<file path="src/rtl/timer_pkg.sv">
package timer_pkg;
  parameter int TMR_PRE_W  = 3;
  parameter int TMR_MODE_W = 3;
  localparam int TMR_CTRL_W = 2 + TMR_MODE_W + TMR_PRE_W;

  typedef struct packed {
    logic                  en;
    logic                  dirUp;
    logic [TMR_MODE_W-1:0] mode;
    logic [TMR_PRE_W-1:0]  pre;
  } ctrl_t;

  // strobes from control to datapath
  typedef struct packed {
    logic step;
    logic up;
  } step_t;
endpackage

</file>
<file path="src/rtl/timer_pin_sync.sv">
module timer_pin_sync #(
  parameter int W      = 2,
  parameter int STAGES = 2
) (
  input  logic         clk,
  input  logic         rstN,
  input  logic [W-1:0] pinIn,
  output logic [W-1:0] pinNow,
  output logic [W-1:0] pinPrev
);
  logic [W-1:0] stg [STAGES];

  for (genvar s = 0; s < STAGES; s++) begin : g_stage
    if (s == 0) begin : g_first
      always_ff @(posedge clk or negedge rstN) begin
        if (!rstN) stg[0] <= '0;
        else       stg[0] <= pinIn;
      end
    end else begin : g_next
      always_ff @(posedge clk or negedge rstN) begin
        if (!rstN) stg[s] <= '0;
        else       stg[s] <= stg[s-1];
      end
    end
  end

  assign pinNow = stg[STAGES-1];

  always_ff @(posedge clk or negedge rstN) begin
    if (!rstN) pinPrev <= '0;
    else       pinPrev <= pinNow;
  end
endmodule

</file>
<file path="src/rtl/timer_prescaler.sv">
module timer_prescaler #(
  parameter int BASE_LOG = 2,
  parameter int PRE_W    = 3
) (
  input  logic             clk,
  input  logic             rstN,
  input  logic             clear,
  input  logic             run,
  input  logic [PRE_W-1:0] pre,
  output logic             tick
);
  localparam int DIV_W = BASE_LOG + (1 << PRE_W) - 1;

  logic [DIV_W-1:0] divCnt;
  logic [DIV_W-1:0] limit;
  int               shAmt;

  always_comb begin
    shAmt = BASE_LOG + int'(pre);
    limit = ~({DIV_W{1'b1}} << shAmt);
  end

  assign tick = run && (divCnt == limit);

  always_ff @(posedge clk or negedge rstN) begin
    if (!rstN)              divCnt <= '0;
    else if (clear || !run) divCnt <= '0;
    else if (tick)          divCnt <= '0;
    else                    divCnt <= divCnt + 1'b1;
  end
endmodule

</file>
<file path="src/rtl/timer_ctrl.sv">
module timer_ctrl
  import timer_pkg::*;
(
  input  logic                  clk,
  input  logic                  rstN,
  input  logic                  regWe,
  input  logic [TMR_CTRL_W-1:0] regWdata,
  input  logic [1:0]            pinNow,
  input  logic [1:0]            pinPrev,
  input  logic                  preTick,
  input  logic                  compTick,
  input  logic                  compDir,
  input  logic                  compOvf,
  output ctrl_t                 ctrlQ,
  output step_t                 stb
);
  logic clkEdge, aChg, bChg, qValid, qUp;
  logic srcStep, srcUp;

  always_ff @(posedge clk or negedge rstN) begin
    if (!rstN)      ctrlQ <= '0;
    else if (regWe) ctrlQ <= ctrl_t'(regWdata);
  end

  always_comb begin
    clkEdge = pinNow[0] ^ pinPrev[0];
    aChg    = pinNow[0] ^ pinPrev[0];
    bChg    = pinNow[1] ^ pinPrev[1];
    qValid  = aChg ^ bChg;
    qUp     = pinPrev[0] ^ pinNow[1];
  end

  always_comb begin
    srcStep = 1'b0;
    srcUp   = ctrlQ.dirUp;
    unique case (ctrlQ.mode) inside
      3'b000: begin srcStep = preTick;  srcUp = ctrlQ.dirUp; end
      3'b?01: begin srcStep = clkEdge;  srcUp = ctrlQ.dirUp; end
      3'b010: begin srcStep = preTick;  srcUp = pinNow[1];   end
      3'b011: begin srcStep = clkEdge;  srcUp = pinNow[1];   end
      3'b100: begin srcStep = compOvf;  srcUp = ctrlQ.dirUp; end
      3'b110: begin srcStep = compTick; srcUp = compDir;     end
      3'b111: begin srcStep = qValid;   srcUp = qUp;         end
      default: begin srcStep = 1'b0;    srcUp = ctrlQ.dirUp; end
    endcase
    stb.step = ctrlQ.en & srcStep;
    stb.up   = srcUp;
  end
endmodule

</file>
<file path="src/rtl/timer_datapath.sv">
module timer_datapath
  import timer_pkg::*;
#(
  parameter int CNT_W = 16
) (
  input  logic             clk,
  input  logic             rstN,
  input  step_t            stb,
  output logic [CNT_W-1:0] cntQ,
  output logic             ovfQ
);
  localparam logic [CNT_W-1:0] CNT_MAX = '1;

  always_ff @(posedge clk or negedge rstN) begin
    if (!rstN) begin
      cntQ <= '0;
      ovfQ <= 1'b0;
    end else if (stb.step) begin
      if (stb.up) begin
        cntQ <= cntQ + 1'b1;
        ovfQ <= (cntQ == CNT_MAX);
      end else begin
        cntQ <= cntQ - 1'b1;
        ovfQ <= (cntQ == '0);
      end
    end else begin
      ovfQ <= 1'b0;
    end
  end
endmodule

</file>
<file path="src/rtl/updn_timer.sv">
module updn_timer
  import timer_pkg::*;
#(
  parameter int CNT_W       = 16,
  parameter int BASE_LOG    = 2,
  parameter int SYNC_STAGES = 2
) (
  input  logic                  clk,
  input  logic                  rstN,
  input  logic                  regWe,
  input  logic [TMR_CTRL_W-1:0] regWdata,
  output logic [TMR_CTRL_W-1:0] regRdata,
  input  logic                  extClkPin,
  input  logic                  extDirPin,
  input  logic                  compTick,
  input  logic                  compDir,
  input  logic                  compOvf,
  output logic [CNT_W-1:0]      count,
  output logic                  ovfStrobe
);
  logic [1:0] pinNow, pinPrev;
  logic       preTick;
  ctrl_t      ctrlQ;
  step_t      stb;

  timer_pin_sync #(.W(2), .STAGES(SYNC_STAGES)) sync_i (
    .clk(clk), .rstN(rstN), .pinIn({extDirPin, extClkPin}),
    .pinNow(pinNow), .pinPrev(pinPrev)
  );

  timer_prescaler #(.BASE_LOG(BASE_LOG), .PRE_W(TMR_PRE_W)) pre_i (
    .clk(clk), .rstN(rstN), .clear(regWe), .run(ctrlQ.en),
    .pre(ctrlQ.pre), .tick(preTick)
  );

  timer_ctrl ctrl_i (
    .clk(clk), .rstN(rstN), .regWe(regWe), .regWdata(regWdata),
    .pinNow(pinNow), .pinPrev(pinPrev), .preTick(preTick),
    .compTick(compTick), .compDir(compDir), .compOvf(compOvf),
    .ctrlQ(ctrlQ), .stb(stb)
  );

  timer_datapath #(.CNT_W(CNT_W)) dp_i (
    .clk(clk), .rstN(rstN), .stb(stb), .cntQ(count), .ovfQ(ovfStrobe)
  );

  assign regRdata = ctrlQ;
endmodule

</file>
<file path="config.mk">
export PLATFORM = sky130hd
export DESIGN_NAME = updn_timer
export DESIGN_NICKNAME = d
export VERILOG_FILES = /design/src/rtl/timer_pkg.sv /design/src/rtl/timer_pin_sync.sv /design/src/rtl/timer_prescaler.sv /design/src/rtl/timer_ctrl.sv /design/src/rtl/timer_datapath.sv /design/src/rtl/updn_timer.sv
export SDC_FILE = /design/constraint.sdc
export NUM_CORES = 1
export LEC_CHECK = 0
export BUFFER_PORTS_ARGS = -buffer_cell sky130_fd_sc_hd__buf_2
export CORE_UTILIZATION = 35
export CTS_CLUSTER_DIAMETER = 30
export DETAILED_ROUTE_END_ITERATION = 8
export HOLD_SLACK_MARGIN = 0.02
export PLACE_DENSITY = 0.64
export SLEW_MARGIN = 40
export SYNTH_ARGS = -nofsm -noshare
export SYNTH_HDL_FRONTEND = slang
export SYNTH_HIERARCHICAL = 1
export SYNTH_SLANG_ARGS = --single-unit
</file>
<file path="constraint.sdc">
create_clock -name clk -period 3.1 [get_ports clk]
set_input_delay 0.62 -clock clk [delete_from_list [all_inputs] [get_ports clk]]
set_output_delay 0.62 -clock clk [all_outputs]
set_load 0.05 [all_outputs]
</file>
==> After elaboration in Yosys (flattened, before gate mapping) <==
Index checks and enable logic that the tools add are counted.
{ "word_totals": {"regBits": 40, "elab_cells": 44, "out_inout_bits": 25, "in_bits": 16} }
{ "op_classes": {"n_bitwise": 6, "addsub": 4, "n_reduce_logical": 8, "eq_ne": 8, "shift": 1, "n_mux": 7} }
{ "ops": {"columns": ["operator", "count"], "rows": [
  ["$shl 9x32->9 const A", 1],
  ["$mux 9", 2],
  ["$add 16x1->16 const B", 1],
  ["$eq 16x16->1 const B", 1],
  ["$logic_not 16->1", 1],
  ["$mux 16", 1],
  ["$sub 16x1->16 const B", 1],
  ["$add 9x1->9 const B", 1],
  ["$eq 3x3->1 const B", 3],
  ["$eq 9x9->1", 1],
  ["$not 9->9", 1],
  ["$eq 3x2->1 const B", 2],
  ["$reduce_or 2->1", 3],
  ["$pmux 1 s5", 1],
  ["$add 2x3->4 const A", 1],
  ["$xor 1x1->1", 4],
  ["$logic_not 3->1", 1],
  ["$pmux 1 s3", 1],
  ["$eq 2x1->1 const B", 1],
  ["$mux 1", 2],
  ["$and 1x1->1", 1],
  ["$logic_and 1x1->1", 1],
  ["$logic_not 1->1", 1],
  ["$logic_or 1x1->1", 1]
]} }

==> Depth between registers and ports, before layout <==
Gate-level depths: netlist (run 1).
{ "depth": {"word_depth": 8, "mapped_depth": 14} }

==> Modules after synthesis <==
The synthesis (run 1) kept the hierarchy.
{ "by_module_without_submodules": {"columns": ["module", "cells_each", "n_inst", "seq_area_each_um2", "area_each_um2"], "rows": [
  ["timer_datapath", 171, 1, 425.4, 1556.5],
  ["timer_prescaler", 73, 1, 225.2, 676.9],
  ["timer_ctrl", 38, 1, 200.2, 422.9],
  ["timer_pin_sync", 8, 1, 150.1, 165.2]
]} }

==> Least setup slack after synthesis (run 1) <==
No wires, ideal clock.
{ "synth_path": {"kind": "reg-to-reg", "startpoint": "reg, netlist name ctrl_i/ctrlQ[1]", "endpoint": "reg dp_i.cntQ[2]", "setup_ps": 125, "slack_ps": -647, "synth_period_minus_slack_ps": 3747, "stages_incl_launch_ff": 12, "arrival_time_ps": 3623, "t_required_ps": 2975, "cell_sequence": "dfrtp_1 inv_1 ha_1 or3b_1 nor3_1 a31oi_1 nor4_4 nor2_1 a2111o_1 o211ai_2 clkbuf_1 mux2_2"} }
{ "synth_lines": {"columns": ["item", "line_no", "rtl"], "rows": [
  ["end signal, assigned", "timer_datapath.sv:20", "cntQ <= cntQ + 1'b1;"],
  ["end signal, assigned", "timer_datapath.sv:23", "cntQ <= cntQ - 1'b1;"],
  ["end, declared", "timer_datapath.sv:9", "output logic [CNT_W-1:0] cntQ,"]
]} }

==> flow_summary.yaml, run 1 <==
power_and_ir_drop:
  switching_share_pct: 51.7
  design_power_total_w: 0.00332
  cellLeakagePower_nw: 1.48
  power_frac_seq_pct: 25.3
  p_sw_w: 0.00172
  clock_power_share_pct: 11.5
  pwr-share-comb_pct: 63.2
  vdd_drop_max_v: 0.000695
  internal-power_w: 0.00161
  power.density_cell_area_nw_per_um2: 960
min_path:
  timing.hold.worst.class: "primary input to async pin"
floorplanning:
  dieArea_um2: 8420
  fp.dieH_um: 91.8
  initial_core_util_pct: 36.3
  chipWidth_um: 91.8
  coreArea_um2: 7770
  io_pins: 41
  row_count: 32
sta:
  hold_viol_final: 0
  skew_ns: 0.00477
  slew_hr_pct: 65.6
  setup_repair_after_global_routing_missed_its_margin: "true"
  final_period_minus_worst_setup_slack_ns: 3.08
  final-max-slew-violation-count: 0
  layout_worst_path_cycle_share_pct: 99.4
  setup-tns-final_ns: 0
  clock.fmax_ghz: 0.325
  setup_viol: 0
  worst_pin_slew_ns: 0.516
clocking:
  number_of_clock_sinks: 40
  path_clk_slew_ns: 0.09
  clk_path_buf_depth: 2
  cts_inserted_buffers: 5
  cts.htree.levels: 2
  cts_tree: "yes"
  clock-root-buffer: "sky130_fd_sc_hd__clkbuf_8"
  clock_insertion_delay_worst_skew_ns: 0.30
setup_path:
  cpMaxStageDelayCell: "sky130_fd_sc_hd__dfrtp_4"
  worst_setup_path_start_kind: "register"
  required_ns: 3.29
  worst_r2r_startpoint: "ctrl_i/ctrlQ[1]$_DFFE_PN0P_"
  timing_worst_setup_path_type: "register to register"
  endpoint_kind: "register"
  crit_path_cell_trace: "inv_4, ha_4, or3b_4, nor3_4, a31oi_2, nor4_4, nor2_1, a2111o_1, o211ai_4, buf_12, buf_4, mux2_2"
  path_depth: 12
  max_stage_delay_ns: 0.54
  worstPathBufferInverterCount: 3
  timing.critical_path.arrival_ns: 3.27
  r2r_setup_slack_ns: 0.02
  timing.critical_path.from: "ctrl_i/ctrlQ[1]$_DFFE_PN0P_"
  worstPathMaxFanout: 8
  cp_top_family: "simple AND/OR/NAND/NOR gates"
  logic_depth_of_the_worst_register_to_register_path: 12
finish:
  area.growth.synth_to_final_pct: 22.8
  design_area_um2: 3460
  register_area_um2: 1010
  filler_cell_count: 770
  multi_input_area_um2: 1800
  drive_gt1_share_pct: 31.2
  design.final.nets: 381
  antenna_diode_instance_count: 0
place:
  buffer_ports.inserted: 40
  placedInstanceArea_um2: 3260
  globalplace.congestion: 0.967
  post_dp_hpwl_um: 4970
yosys:
  sequential_share_of_the_synthesized_area_pct: 35.5
  mappedNetlistArea_um2: 2820
  netlist_instances: 290
  synth.net_count: 326
  post_synth_edffs: 0
  synth-main-ff-cell: "sky130_fd_sc_hd__dfrtp_1"
  average_size_of_a_mapped_cell_um2: 9.73
  seq_cells_post_synth: 40
  netlist.area_leader.share_pct: 35.5
  yosysWarningCount: 6
  ys_async_sr_fraction_pct: 100
  yosys.area.top_type: "sky130_fd_sc_hd__dfrtp_1"
  synthTopCellsByArea: "sky130_fd_sc_hd__dfrtp_1 35%, sky130_fd_sc_hd__ha_1 8.4%, sky130_fd_sc_hd__mux2_2 5.2%"
  number_of_distinct_standard_cells_referenced_by_the_synthesized_netlist: 64
route:
  num_vias: 2404
  vias_per_cell: 5.37
  drcViolationCount: 0
  drt_pass1_iterations: 4
  antenna_left: 0
  routedWlPerCell_um: 15.2
  drtIter0Drc: 97
  finalWirelength_um: 6800
global_route:
  grt_start_max_net_pins: 41
  first_global_vias: 2425
  globalRouteOverflowTotal: 0
  antenna_found_initial: 0
  global_routing_usage_summed_across_all_routing_layers_pct: 17.0
  first_pass_grt_wire_length_um: 11500
job:
  max-cap-violations: 0
outcome:
  run_status: "complete, no violations"
-- final timing paths --
check / to
hold reg to reg: sync_i/pinNow[0]$_DFF_PN0_
hold / removal: dp_i/cntQ[7]$_DFFE_PN0P_
setup reg to reg: dp_i/cntQ[2]$_DFFE_PN0P_
min in group clk: sync_i/pinNow[0]$_DFF_PN0_
max in group asynchronous: ctrl_i/ctrlQ[1]$_DFFE_PN0P_
setup / recovery: dp_i/cntQ[2]$_DFFE_PN0P_
-- area by class of cell --
type	instances	area share (%)
clock buffer	6	2.38
clock inverter	2	0.433
inverter	15	1.70
multi-input combinational	225	51.9
sequential	40	29.1
tap	102	3.68
timing repair buffer	58	10.8
-- metal layers --
metal / part of all wire (%) / GRT usage, % / wire (µm) / vias up
li1: - / - / - / 1194
met1: 47 / 23.2 / 3160 / 1125
met2: 47 / 27.0 / 3170 / 74
met3: 5.4 / 2.99 / 370 / 11
met4: 1.4 / 5.73 / 93 / 0
met5: 0 / 0 / 0 / -
-- synthesized netlist by cell type (2+ instances only) --
cell type	instances
sky130_fd_sc_hd__a21o_1	6
sky130_fd_sc_hd__a21oi_1	15
sky130_fd_sc_hd__a31oi_1	2
sky130_fd_sc_hd__and3_1	2
sky130_fd_sc_hd__buf_1	2
sky130_fd_sc_hd__buf_4	4
sky130_fd_sc_hd__dfrtp_1	40
sky130_fd_sc_hd__ha_1	19
sky130_fd_sc_hd__inv_1	15
sky130_fd_sc_hd__mux2_2	13
sky130_fd_sc_hd__mux2i_1	2
sky130_fd_sc_hd__nand2_1	28
sky130_fd_sc_hd__nand2b_1	6
sky130_fd_sc_hd__nand3_1	10
sky130_fd_sc_hd__nand4_1	6
sky130_fd_sc_hd__nor2_1	16
sky130_fd_sc_hd__nor3_1	15
sky130_fd_sc_hd__nor4_1	6
sky130_fd_sc_hd__o211ai_1	3
sky130_fd_sc_hd__o21a_1	3
sky130_fd_sc_hd__o21ai_0	8
sky130_fd_sc_hd__o21bai_1	2
sky130_fd_sc_hd__o311ai_0	4
sky130_fd_sc_hd__o31ai_1	3
sky130_fd_sc_hd__xnor2_1	12
sky130_fd_sc_hd__xor2_1	10
-- power by group through the flow --
stage          combinational (W)  sequential (W)  clock (W)
6_report                 0.00210        0.000841   0.000381
4_1_cts                  0.00201        0.000840   0.000399
3_5_place_dp             0.00200        0.000847          0
3_3_place_gp             0.00198        0.000845          0
2_1_floorplan            0.00121         0.00120          0
5_1_grt                  0.00227        0.000869   0.000419
-- registers in the layout (all words and copies together), names as in the netlist --
signal / flops
dp_i/ovfQ: 1
dp_i/cntQ: 16
sync_i/pinNow: 2
ctrl_i/ctrlQ: 8
sync_i/stg: 2
pre_i/divCnt: 9
sync_i/pinPrev: 2
-- stage by stage --
step	setup slack (ns)	instances	util (%)	hold WS (ns)
after floorplan	-0.0795	290	-	0.324
after global placement	0.0615	436	42.0	0.334
after detailed placement	0.0186	436	42.0	0.335
after CTS	0.00118	444	43.3	0.312
after global routing	-0.114	448	44.6	0.332
final	0.0194	448	44.6	0.284
-- cell families after synthesis --
| kind of cell | share of synthesized area [%] |
|---|---|
| flip-flops | 35.5 |
| buffers and inverters | 5.19 |
| XOR/XNOR | 6.83 |
| multiplexers | 5.90 |
| adder cells (fa/ha/maj) | 9.14 |
| AND/OR/NAND/NOR | 18.4 |
| AO/OA/AOI/OAI | 19.1 |
-- cells in the final DEF, fill, tap and decap left out, types with 12 or more instances in the layout --
master,n
sky130_fd_sc_hd__nand2_1,27
sky130_fd_sc_hd__buf_2,39
sky130_fd_sc_hd__nor2_1,16
sky130_fd_sc_hd__a21oi_1,14
sky130_fd_sc_hd__dfrtp_1,38
sky130_fd_sc_hd__nor3_1,13
sky130_fd_sc_hd__xnor2_1,12
sky130_fd_sc_hd__mux2_2,12
sky130_fd_sc_hd__buf_4,16
sky130_fd_sc_hd__ha_1,16
sky130_fd_sc_hd__inv_1,12
-- repair_timing --
action | CTS | global route
setup endpoints to repair | 0 | 13
setup buffers | 0 | 4
hold buffers | 0 | 0
gates resized for setup | 0 | 12
No activity file was read; power rests on OpenSTA's default activity.
==> inputs of run 2 (changes only) <==
--- a/config.mk
+++ b/config.mk
@@ -10,9 +10,8 @@
 export CTS_CLUSTER_DIAMETER = 30
 export DETAILED_ROUTE_END_ITERATION = 8
 export HOLD_SLACK_MARGIN = 0.02
-export PLACE_DENSITY = 0.64
+export PLACE_DENSITY = 0.65
 export SLEW_MARGIN = 40
 export SYNTH_ARGS = -nofsm -noshare
 export SYNTH_HDL_FRONTEND = slang
-export SYNTH_HIERARCHICAL = 1
 export SYNTH_SLANG_ARGS = --single-unit
==> flow_summary.yaml, run 2 <==
sta:
  setup_repair_after_global_routing_missed_its_margin: "false"
  hold_viol_final: 0
  layout_worst_path_cycle_share_pct: 86.4
  worst_pin_slew_ns: 0.637
  final_period_minus_worst_setup_slack_ns: 2.68
  slew_hr_pct: 57.3
  final-max-slew-violation-count: 0
  final_critical_path_setup_slack_ns: 0.421
  clock.fmax_ghz: 0.373
  setup-tns-final_ns: 0
  skew_ns: 0.0115
  setup_viol: 0
global_route:
  global_routing_usage_summed_across_all_routing_layers_pct: 15.0
  globalRouteOverflowTotal: 0
  first_pass_grt_wire_length_um: 7610
  first_global_vias: 1615
  grt_start_max_net_pins: 41
  antenna_found_initial: 0
finish:
  register_area_um2: 1000
  filler_cell_count: 604
  layout.cells.most_common_list: "39 x sky130_fd_sc_hd__buf_2, 38 x sky130_fd_sc_hd__dfrtp_1, 20 x sky130_fd_sc_hd__xnor2_1"
  area.growth.synth_to_final_pct: 16.9
  design.final.nets: 277
  multi_input_area_um2: 1150
  top_regs: "dp_i.cntQ x16, pre_i.divCnt x9, ctrl_i.ctrlQ x8"
  design_area_um2: 2600
  antenna_diode_instance_count: 0
  drive_gt1_share_pct: 25.3
  regMostFlops: "dp_i.cntQ"
  layout.cells.most_common: "sky130_fd_sc_hd__buf_2"
  finish.cell_count_without_fillers: 332
  largest_register_ff_count: 16
yosys:
  synth-main-ff-cell: "sky130_fd_sc_hd__dfrtp_1"
  netlist.area_leader.share_pct: 45.0
  seq_cells_post_synth: 40
  post_synth_edffs: 0
  synthTopCellsByArea: "sky130_fd_sc_hd__dfrtp_1 45%, sky130_fd_sc_hd__xnor2_1 7.9%, sky130_fd_sc_hd__mux2_2 4.1%"
  netlist_instances: 216
  synth.net_count: 237
  average_size_of_a_mapped_cell_um2: 10.3
  sequential_share_of_the_synthesized_area_pct: 45.0
  ys_async_sr_fraction_pct: 100
  mappedNetlistArea_um2: 2220
  yosysWarningCount: 0
  number_of_distinct_standard_cells_referenced_by_the_synthesized_netlist: 43
  synth_top_cells_by_count: "40 x sky130_fd_sc_hd__dfrtp_1, 20 x sky130_fd_sc_hd__xnor2_1, 16 x sky130_fd_sc_hd__nor2_1"
  synth_most_common_cell: "sky130_fd_sc_hd__dfrtp_1"
  yosys.area.top_type: "sky130_fd_sc_hd__dfrtp_1"
setup_path:
  timing.critical_path.arrival_ns: 2.86
  timing.critical_path.from: "ctrl_i.ctrlQ[3]$_DFFE_PN0P_"
  worstPathMaxFanout: 6
  endpoint_kind: "register"
  worst_r2r_startpoint: "ctrl_i.ctrlQ[3]$_DFFE_PN0P_"
  timing_worst_setup_path_type: "register to register"
  logic_depth_of_the_worst_register_to_register_path: 11
  r2r_setup_slack_ns: 0.42
  worst_r2r_endpoint: "dp_i.cntQ[10]$_DFFE_PN0P_"
  timing.critical_path.to: "dp_i.cntQ[10]$_DFFE_PN0P_"
  required_ns: 3.28
  worst_setup_path_start_kind: "register"
place:
  globalplace.congestion: 0.822
  worst_slack_at_placement_ns: 0.218
  buffer_ports.inserted: 40
  post_dp_hpwl_um: 3270
  placedInstanceArea_um2: 2490
  place.detailed.instances: 324
route:
  vias_per_cell: 5.32
  drcViolationCount: 0
  antenna_left: 0
  finalWirelength_um: 4670
  drt_pass1_iterations: 4
  drtIter0Drc: 110
  num_vias: 1765
  routedWlPerCell_um: 14.1
clocking:
  cts.htree.levels: 2
  clock_insertion_delay_worst_skew_ns: 0.30
  cts_post_setup_buffers_inserted: 0
  cts-resized-gates: 0
  hold_buffers: 0
  number_of_clock_sinks: 40
  clock-root-buffer: "sky130_fd_sc_hd__clkbuf_8"
  clk_path_buf_depth: 2
  cts_tree: "yes"
  path_clk_slew_ns: 0.08
  cts_inserted_buffers: 5
min_path:
  timing.hold.worst.class: "primary input to async pin"
job:
  max-cap-violations: 0
outcome:
  run_status: "complete, no violations"
floorplanning:
  row_count: 28
  io_pins: 41
  coreArea_um2: 6030
  chipWidth_um: 81.7
  initial_core_util_pct: 36.9
  fp.dieH_um: 81.7
  dieArea_um2: 6670
power_and_ir_drop:
  power_frac_seq_pct: 38.8
  switching_share_pct: 46.2
  design_power_total_w: 0.00209
  p_sw_w: 0.000968
  cellLeakagePower_nw: 1.14
  clock_power_share_pct: 20.3
  vdd_drop_max_v: 0.000504
  pwr-share-comb_pct: 40.9
  power.density_cell_area_nw_per_um2: 806
  internal-power_w: 0.00113
-- run 2: changes by cell type after synthesis, moves of 5 or more --
| cell | before | now |
|---|---|---|
| sky130_fd_sc_hd__mux2_2 | 13 | 8 |
| sky130_fd_sc_hd__nand2_1 | 28 | 10 |
| sky130_fd_sc_hd__xnor2_1 | 12 | 20 |
| sky130_fd_sc_hd__a21o_1 | 6 | 1 |
| sky130_fd_sc_hd__inv_1 | 15 | 5 |
| sky130_fd_sc_hd__and3_1 | 2 | 7 |
| sky130_fd_sc_hd__o211ai_1 | 3 | 10 |
| sky130_fd_sc_hd__ha_1 | 19 | 5 |
| sky130_fd_sc_hd__nor3_1 | 15 | 4 |
| sky130_fd_sc_hd__and4_1 | 0 | 6 |
| sky130_fd_sc_hd__a21oi_1 | 15 | 1 |
-- run 2: how the worst min path moves through the flow --
| stage | to | cells past startpoint |
|---|---|---|
| finish | dp_i.cntQ[7]$_DFFE_PN0P_ | 1 |
| global route | dp_i.ovfQ$_DFF_PN0_ | 1 |
| CTS | dp_i.ovfQ$_DFF_PN0_ | 1 |
| detailed placement | sync_i.pinNow[1]$_DFF_PN0_ | 0 |
| global placement | sync_i.pinNow[1]$_DFF_PN0_ | 0 |
| floorplan | ctrl_i.ctrlQ[0]$_DFFE_PN0P_ | 0 |
-- run 2: logic make-up after synthesis --
kind of cell             synth area share (%)
AO/OA/AOI/OAI                            9.52
XOR/XNOR                                 11.0
multiplexers                             5.41
AND/OR/NAND/NOR                          23.0
flip-flops                               45.0
adder cells (fa/ha/maj)                  2.82
buffers and inverters                    3.21
-- run 2: through the flow --
step / utilization [%] / hold slack [ns]
2_1_floorplan: - / 0.324
6_report: 43.1 / 0.294
4_1_cts: 43.1 / 0.307
5_1_grt: 43.1 / 0.325
3_3_place_gp: 41.3 / 0.350
3_5_place_dp: 41.3 / 0.346
-- run 2: power by group through the flow --
| stage | Sequential, W | Combinational [W] | Clock (W) |
|---|---|---|---|
| floorplan | 0.00112 | 0.000337 | 0 |
| global placement | 0.000820 | 0.000851 | 0 |
| detailed placement | 0.000821 | 0.000857 | 0 |
| CTS | 0.000812 | 0.000861 | 0.000434 |
| global route | 0.000844 | 0.000918 | 0.000459 |
| finish | 0.000812 | 0.000856 | 0.000425 |
-- run 2: cell type report --
class | count | area share, %
Timing Repair Buffer | 43 | 8.67
Multi-Input combinational cell | 161 | 44.2
Clock inverter | 2 | 1.35
Inverter | 5 | 0.722
Tap cell | 75 | 3.61
Sequential cell | 40 | 38.6
Clock buffer | 6 | 2.79
-- run 2: routing by layer --
| layer | vias up | GRT usage (%) | wire [µm] |
|---|---|---|---|
| li1 | 864 | - | - |
| met3 | 7 | 3.22 | 205 |
| met4 | 0 | 6.32 | 63 |
| met1 | 852 | 20.0 | 2270 |
| met2 | 42 | 23.7 | 2130 |
| met5 | - | 0 | 0 |
-- run 2: worst max-delay path: stages (launching register included) --
cell                       delay (ns)
sky130_fd_sc_hd__dfrtp_2         0.45
sky130_fd_sc_hd__inv_1           0.09
sky130_fd_sc_hd__o21ai_0         0.09
sky130_fd_sc_hd__a311oi_2        0.39
sky130_fd_sc_hd__xnor2_1         0.11
sky130_fd_sc_hd__ha_1            0.24
sky130_fd_sc_hd__nor3_1          0.23
sky130_fd_sc_hd__nand2_1         0.10
sky130_fd_sc_hd__or3_1           0.38
sky130_fd_sc_hd__nor4_1          0.19
sky130_fd_sc_hd__o211ai_1        0.15
sky130_fd_sc_hd__xnor2_1         0.15
==> inputs of run 3 (changes only) <==
--- a/config.mk
+++ b/config.mk
@@ -6,11 +6,12 @@
 export NUM_CORES = 1
 export LEC_CHECK = 0
 export BUFFER_PORTS_ARGS = -buffer_cell sky130_fd_sc_hd__buf_2
-export CORE_UTILIZATION = 35
-export CTS_CLUSTER_DIAMETER = 30
+export CORE_UTILIZATION = 39
+export CTS_CLUSTER_DIAMETER = 150
 export DETAILED_ROUTE_END_ITERATION = 8
 export HOLD_SLACK_MARGIN = 0.02
-export PLACE_DENSITY = 0.65
+export PLACE_DENSITY = 0.71
+export RECOVER_POWER = 50
 export SLEW_MARGIN = 40
 export SYNTH_ARGS = -nofsm -noshare
 export SYNTH_HDL_FRONTEND = slang
==> flow_summary.yaml, run 3 (same netlist as run 2, synthesis figures left out) <==
sta:
  worst_pin_slew_ns: 2.12
  layout_worst_path_cycle_share_pct: 88.2
  hold_viol_final: 0
  setup_repair_after_global_routing_missed_its_margin: "false"
  final-max-slew-violation-count: 41
  final_period_minus_worst_setup_slack_ns: 2.73
  setup_viol: 0
  skew_ns: 0.00702
  clock.fmax_ghz: 0.366
  slew_hr_pct: -41.7
  setup-tns-final_ns: 0
clocking:
  clock_insertion_delay_worst_skew_ns: 0.30
  cts_tree: "yes"
  number_of_clock_sinks: 40
  clock-root-buffer: "sky130_fd_sc_hd__clkbuf_8"
  cts_post_setup_buffers_inserted: 0
  cts-resized-gates: 0
  cts_inserted_buffers: 5
  cts.htree.levels: 2
  path_clk_slew_ns: 0.08
  clk_path_buf_depth: 2
  hold_buffers: 0
finish:
  regMostFlops: "dp_i.cntQ"
  filler_cell_count: 526
  layout.cells.most_common_list: "38 x sky130_fd_sc_hd__dfrtp_1, 38 x sky130_fd_sc_hd__buf_2, 20 x sky130_fd_sc_hd__xnor2_1"
  finish.cell_count_without_fillers: 329
  area.growth.synth_to_final_pct: 15.9
  design.final.nets: 277
  largest_register_ff_count: 16
  top_regs: "dp_i.cntQ x16, pre_i.divCnt x9, ctrl_i.ctrlQ x8"
  drive_gt1_share_pct: 24.9
  antenna_diode_instance_count: 0
floorplanning:
  fp.dieH_um: 77.5
  dieArea_um2: 6000
  io_pins: 41
  initial_core_util_pct: 40.4
  row_count: 27
  coreArea_um2: 5510
  chipWidth_um: 77.5
setup_path:
  endpoint_kind: "register"
  worstPathMaxFanout: 10
  timing_worst_setup_path_type: "register to register"
  required_ns: 3.29
  logic_depth_of_the_worst_register_to_register_path: 8
  worst_setup_path_start_kind: "register"
  timing.critical_path.arrival_ns: 2.92
route:
  antenna_left: 0
  finalWirelength_um: 4650
  drcViolationCount: 0
  routedWlPerCell_um: 14.1
  drt_pass1_iterations: 4
  drtIter0Drc: 177
  vias_per_cell: 5.39
  num_vias: 1772
min_path:
  hold-path-cell-count: 0
  timing.hold.worst.class: "register to register"
place:
  buffer_ports.inserted: 40
  globalplace.congestion: 0.809
  post_dp_hpwl_um: 3270
  place.detailed.instances: 321
global_route:
  global_routing_usage_summed_across_all_routing_layers_pct: 16.8
  globalRouteOverflowTotal: 0
  antenna_found_initial: 0
  grt_start_max_net_pins: 41
  first_pass_grt_wire_length_um: 7960
  first_global_vias: 1695
outcome:
  run_status: "finished with violations"
  failing_checks: "capacitance limit, slew limit"
power_and_ir_drop:
  power.density_cell_area_nw_per_um2: 791
  cellLeakagePower_nw: 1.13
  vdd_drop_max_v: 0.000424
job:
  max-cap-violations: 1
## run 3: changes by cell type in the layout (fill, tap and decap cells not counted), sizes merged
cell	previous run	this run
clkbuf	6	8
bufinv	1	0
buf	43	41
clkinv	1	2
## run 3: path summary, 6_finish.rpt
path | startpoint | end | slack [ns]
min in group asynchronous | rstN | sync_i.stg[2]$_DFF_PN0_ | 0.93
worst min register to register | sync_i.stg[3]$_DFF_PN0_ | sync_i.pinNow[1]$_DFF_PN0_ | 0.36
worst max register to register | ctrl_i.ctrlQ[1]$_DFFE_PN0P_ | dp_i.cntQ[15]$_DFFE_PN0P_ | 0.37
worst min-delay path | sync_i.stg[3]$_DFF_PN0_ | sync_i.pinNow[1]$_DFF_PN0_ | 0.36
worst max-delay path | ctrl_i.ctrlQ[1]$_DFFE_PN0P_ | dp_i.cntQ[15]$_DFFE_PN0P_ | 0.37
max in group asynchronous | rstN | ctrl_i.ctrlQ[3]$_DFFE_PN0P_ | 0.80
## run 3: critical path, cell delays in order, from the launching register on
cell	delay [ns]
sky130_fd_sc_hd__dfrtp_1	0.44
sky130_fd_sc_hd__inv_1	0.08
sky130_fd_sc_hd__ha_1	0.39
sky130_fd_sc_hd__or4_1	0.53
sky130_fd_sc_hd__and4_1	0.23
sky130_fd_sc_hd__o41ai_4	0.42
sky130_fd_sc_hd__buf_4	0.26
sky130_fd_sc_hd__o211ai_1	0.12
sky130_fd_sc_hd__xnor2_1	0.14
## run 3: layer usage
metal	vias up	GRT usage, %	part of all wire (%)	wire [µm]
li1	853	-	-	-
met1	857	23.0	49	2280
met2	57	25.8	46	2120
met3	5	3.29	3.7	173
met4	0	6.79	1.6	76
met5	-	0	0	0
## run 3: area by class of cell
type / instances / area [µm²] / share of cell area (%)
Clock buffer: 6 / 82.6 / 3.21
Clock inverter: 2 / 10.0 / 0.389
Inverter: 5 / 18.8 / 0.729
Multi-Input combinational cell: 161 / 1150 / 44.7
Sequential cell: 40 / 1000 / 39.0
Tap cell: 72 / 90.1 / 3.50
Timing Repair Buffer: 43 / 220 / 8.55
## run 3: stage by stage
stage	hold WS, ns	setup slack [ns]	cell area, µm²	utilization [%]	total power [W]
floorplan	0.324	0.101	2220	-	0.00146
global placement	0.335	0.288	2480	45.1	0.00167
detailed placement	0.350	0.197	2490	45.2	0.00168
CTS	0.306	0.361	2580	46.9	0.00205
global route	0.372	0.166	2570	46.8	0.00215
finish	0.358	0.366	2570	46.8	0.00204
## run 3: report_power, final
group          total, W  switching [W]  internal [W]
clock network  0.000362       0.000185      0.000178
registers      0.000817       0.000188      0.000629
logic          0.000858       0.000601      0.000256
total           0.00204       0.000974       0.00106
